[src/rtl/jcnt_pkg.sv]
package jcnt_pkg;
   // Source of the bit loaded into stage 0 on an enabled step
   typedef enum logic [1:0] {
      FEED_ZERO = 2'd0,
      FEED_SAME = 2'd1,
      FEED_FLIP = 2'd2
   } feed_e;
endpackage

[src/rtl/jcnt_feed_dec.sv]
module jcnt_feed_dec
   import jcnt_pkg::*;
(
   input  logic  loop_mode,
   input  logic  keep_ones,
   output feed_e feed_sel
);
   always_comb begin
      if (!loop_mode)     feed_sel = FEED_FLIP;
      else if (keep_ones) feed_sel = FEED_SAME;
      else                feed_sel = FEED_ZERO;
   end
endmodule

[src/rtl/jcnt_feed_mux.sv]
module jcnt_feed_mux
   import jcnt_pkg::*;
(
   input  feed_e feed_sel,
   input  logic  tail,
   output logic  head
);
   always_comb begin
      unique case (feed_sel)
         FEED_ZERO: head = 1'b0;
         FEED_SAME: head = tail;
         FEED_FLIP: head = ~tail;
         default:   head = 1'b0;
      endcase
   end
endmodule

[src/rtl/jcnt_chain.sv]
module jcnt_chain #(
   parameter int LEN = 8
) (
   input  logic           clk,
   input  logic           rst,
   input  logic           adv,
   input  logic           head,
   output logic [LEN-1:0] q
);
   localparam int LAST = LEN - 1;

   generate
      if (LEN < 2) begin : g_bad_len
         $error("jcnt_chain: LEN must be at least 2");
      end
   endgenerate

   genvar gi;
   generate
      for (gi = 0; gi < LEN; gi++) begin : g_stage
         logic d_in;
         if (gi == 0) begin : g_first
            assign d_in = head;
         end else begin : g_rest
            assign d_in = q[gi-1];
         end
         always_ff @(posedge clk) begin
            if (rst)      q[gi] <= 1'b0;
            else if (adv) q[gi] <= d_in;
         end
      end
   endgenerate


   hold_when_idle_chk: assert property (@(posedge clk) disable iff (rst)
      !adv |=> $stable(q));

   // R5 (common part: body shifts by one stage)
   body_shift_chk: assert property (@(posedge clk) disable iff (rst)
      adv |=> q[LAST:1] == $past(q[LAST-1:0]));
endmodule

[src/rtl/jcnt_ring_top.sv]
module jcnt_ring_top
   import jcnt_pkg::*;
#(
   parameter int LEN = 8
) (
   input  logic           clk,
   input  logic           rst,
   input  logic           step_en,
   input  logic           loop_mode,
   input  logic           keep_ones,
   output logic [LEN-1:0] vec_o,
   output logic           serial_o
);
   localparam int LAST = LEN - 1;

   feed_e feed_sel;
   logic  head;

   jcnt_feed_dec u_dec (
      .loop_mode (loop_mode),
      .keep_ones (keep_ones),
      .feed_sel  (feed_sel)
   );

   jcnt_feed_mux u_mux (
      .feed_sel (feed_sel),
      .tail     (vec_o[LAST]),
      .head     (head)
   );

   jcnt_chain #(.LEN(LEN)) u_chain (
      .clk  (clk),
      .rst  (rst),
      .adv  (step_en),
      .head (head),
      .q    (vec_o)
   );

   assign serial_o = vec_o[LAST];


   zero_fill_chk: assert property (@(posedge clk) disable iff (rst)
      (step_en && loop_mode && !keep_ones) |=> vec_o == {$past(vec_o[LAST-1:0]), 1'b0});


   rotate_chk: assert property (@(posedge clk) disable iff (rst)
      (step_en && loop_mode && keep_ones) |=> vec_o == {$past(vec_o[LAST-1:0]), $past(vec_o[LAST])});


   twisted_feed_chk: assert property (@(posedge clk) disable iff (rst)
      (step_en && !loop_mode) |=> vec_o == {$past(vec_o[LAST-1:0]), ~$past(vec_o[LAST])});


   single_change_chk: assert property (@(posedge clk) disable iff (rst)
      (step_en && !loop_mode) |=> $countones(vec_o ^ $past(vec_o)) == 1);
endmodule

[config.mk]
export PLATFORM = sky130hd
export DESIGN_NAME = jcnt_ring_top
export DESIGN_NICKNAME = d
export VERILOG_FILES = /design/src/rtl/jcnt_pkg.sv /design/src/rtl/jcnt_feed_dec.sv /design/src/rtl/jcnt_feed_mux.sv /design/src/rtl/jcnt_chain.sv /design/src/rtl/jcnt_ring_top.sv
export SDC_FILE = /design/constraint.sdc
export NUM_CORES = 1
export LEC_CHECK = 0
export BUFFER_PORTS_ARGS = -buffer_cell sky130_fd_sc_hd__buf_2
export CAP_MARGIN = 20
export CORE_AREA = 10 10 47 49
export DETAILED_ROUTE_END_ITERATION = 6
export DIE_AREA = 0 0 57 59
export HOLD_SLACK_MARGIN = 0.12
export PLACE_DENSITY = 0.46
export SLEW_MARGIN = 10
export SYNTH_ARGS = -nofsm -noshare
export SYNTH_HDL_FRONTEND = slang
export SYNTH_SLANG_ARGS = --single-unit
[constraint.sdc]
create_clock -name clk -period 1.6 [get_ports clk]
set_input_delay 0.24 -clock clk [delete_from_list [all_inputs] [get_ports clk]]
set_output_delay 0.24 -clock clk [all_outputs]
set_load 0.1 [all_outputs]
==> flow_summary.yaml <==
status:
  status: "finished, final reports clean"
detailed_routing:
  num_vias: 237
  wire_per_inst_um: 11.2
  dr.pass1.iters: 2
  via_per_inst: 4.09
  antenna_left: 0
  wl_um: 649
  drt_iter0_drc: 1
  drc_errors: 0
final_layout:
  syn_to_final_growth_pct: 9.37
  fin_area_sq_um: 394
  multiInputGateArea_sq_um: 125
  seqCellArea_sq_um: 161
  nets: 49
  layout-drive-gt1-share: 0.429
  fillers: 166
  num_antenna_cells: 0
  fin_util: 0.281
placement:
  portBuffers: 13
  gp_congestion: 0.591
  place_area_sq_um: 372
synthesis:
  yosysTopAreaCellShare: 0.444
  avgSynthCellArea_sq_um: 10.0
  yosys-top-cells-area: "dfxtp_1 (44%), mux2i_1 (19%), buf_4 (17%)"
  synth_edf_count: 0
  synth_area_sq_um: 360
  synth_ff_type: "dfxtp_1"
  synth_fp_nets: 41
  synth_common_cells: "buf_4 (8), dfxtp_1 (8), nor2_1 (8)"
  ys_seq_elements: 8
  synth_cells: 36
  async_reset_ff_frac: 0
  yosys_warnings: 0
  synth_top_area_cell: "dfxtp_1"
  synth-seq-area-share: 0.444
  ys_types: 9
worst_setup_path:
  r2r_cells: 2
  reg2reg_to: "u_chain.g_stage[1].d_in"
  critPathBufInv: 1
  start_kind: "flip-flop"
  crit_path_cell_trace: "buf_2"
  worstPathRequired_ns: 1.36
  end_kind: "output port"
  crit_arrival_ns: 1.04
  rrSetupSlack_ns: 0.81
  cp-endpoint: "vec_o[5]"
  r2r-start: "u_chain.q[7]"
  slowest_delay_ns: 0.44
  cp_top_family: "buffers and inverters"
  worstSetupStartpoint: "u_chain.g_stage[6].d_in"
  worstSetupPathDepth: 1
  path_class: "flip-flop to output port"
  cp_max_fo: 3
  crit_slowest_cell: "buf_2"
sta:
  hold_violations: 0
  holdWs_ns: 0.266
  rsz0062_at_grt: "false"
  slew_headroom: 0.675
  setup-violations-final: 0
  tightest_slew_ns: 0.490
  fin_setup_tns_ns: 0
  fin_crit_ns: 1.28
  fin_skew_ns: 0.00118
  fin_crit_sh: 0.799
  max_freq_mhz: 783
  drv_slew: 0
clocking:
  htreeDepth: 1
  cts-root-buf: "clkbuf_4"
  post_cts_buffers: 0
  clockBufferDepth: 2
  cts_tree: "yes"
  clkLatencyLatePin_ns: 0.24
  cts-buffers-inserted: 3
  cts_sinks: 8
  clk_pin_slew_ns: 0.05
  post_cts_resized: 0
  cts_hold_buffers: 0
pwr:
  p_total_mw: 0.407
  p_seq_frac: 0.507
  p_per_area_nw_per_um2: 1030
  swShare: 0.258
  combPwrFrac: 0.131
  peakVddDrop_v: 0.000432
  leakagePower_nw: 0.201
  p_int_mw: 0.302
  p_switching_mw: 0.105
  power_frac_clock: 0.362
floorplanning:
  coreArea_sq_um: 1400
  rows: 14
  die_h_um: 59
  start_util: 0.257
  die_area_sq_um: 3360
  die_x_um: 57
  pin_count: 14
global_route:
  grt-ovfl-total: 0
  grtUsageTotal: 0.0456
  grt_max_degree: 10
  antenna_found_initial: 0
  grt_pass1_wl_um: 1180
  grt_pass1_vias: 272
flow_run:
  maxCapViolCount: 0
hold_path:
  hold_class: "input port to flip-flop"
[sequential cells by signal (all words and copies together), names as in the netlist]
| signal | cells |
|---|---|
| u_chain.g_stage.d_in | 7 |
| u_chain.q | 1 |
[routing by layer]
layer,global-route usage,routed length [um],vias to the layer above
met5,0,0,-
met4,0.0302,0,0
met3,0.0408,70,0
met2,0.0558,242,10
met1,0.0493,335,101
li1,-,-,126
[through the flow]
step	instances	setup WS, ns
floorplan	36	0.308
global placement	55	0.574
detailed placement	55	0.582
CTS	58	0.304
global route	58	0.256
finish	58	0.322
[worst reg2reg max path: cells and delay by family, from the launching register on]
kind	cells	cell delay (ns)
flops	1	0.33
compound gates	2	0.39
[cell type report]
type,count,share of cell area
flip-flops and latches,8,0.410
multi-input cells,18,0.317
repair buffers,13,0.165
clock buffers,3,0.0571
well taps,16,0.0508
[kinds of logic (layout without fill, tap and decap cells)]
group | after synthesis | count (layout) | share of synthesized area
mux | 7 | 7 | 0.194
simple gates | 9 | 9 | 0.0972
flops | 8 | 8 | 0.444
buf+inv | 10 | 16 | 0.208
compound gates | 2 | 2 | 0.0556
[power groups by stage]
stage / Clock (mW) / Sequential, mW / Combinational, mW
floorplan: 0 / 0.210 / 0.0513
global placement: 0 / 0.210 / 0.0544
detailed placement: 0 / 0.210 / 0.0539
CTS: 0.159 / 0.206 / 0.0540
global route: 0.174 / 0.206 / 0.0568
finish: 0.147 / 0.206 / 0.0534
[worst min-delay path by stage]
stage,end,start,slack (ns),cells after the start
6_report,u_chain.g_stage[1].d_in,rst,0.27,2
5_1_grt,u_chain.g_stage[1].d_in,rst,0.26,2
2_1_floorplan,u_chain.g_stage[1].d_in,keep_ones,0.43,2
4_1_cts,u_chain.g_stage[1].d_in,rst,0.26,2
3_5_place_dp,u_chain.g_stage[7].d_in,u_chain.g_stage[7].d_in,0.51,2
3_3_place_gp,u_chain.g_stage[6].d_in,u_chain.g_stage[6].d_in,0.51,2
[cell usage in the layout (no fill, tap or decap), drive strengths merged]
master	netlist	final
a211oi	1	1
buf	10	13
clkbuf	0	3
dfxtp	8	8
mux2i	7	7
nand3	1	1
nor2	8	8
o21a	1	1
No activity file was read; power rests on OpenSTA's default activity.
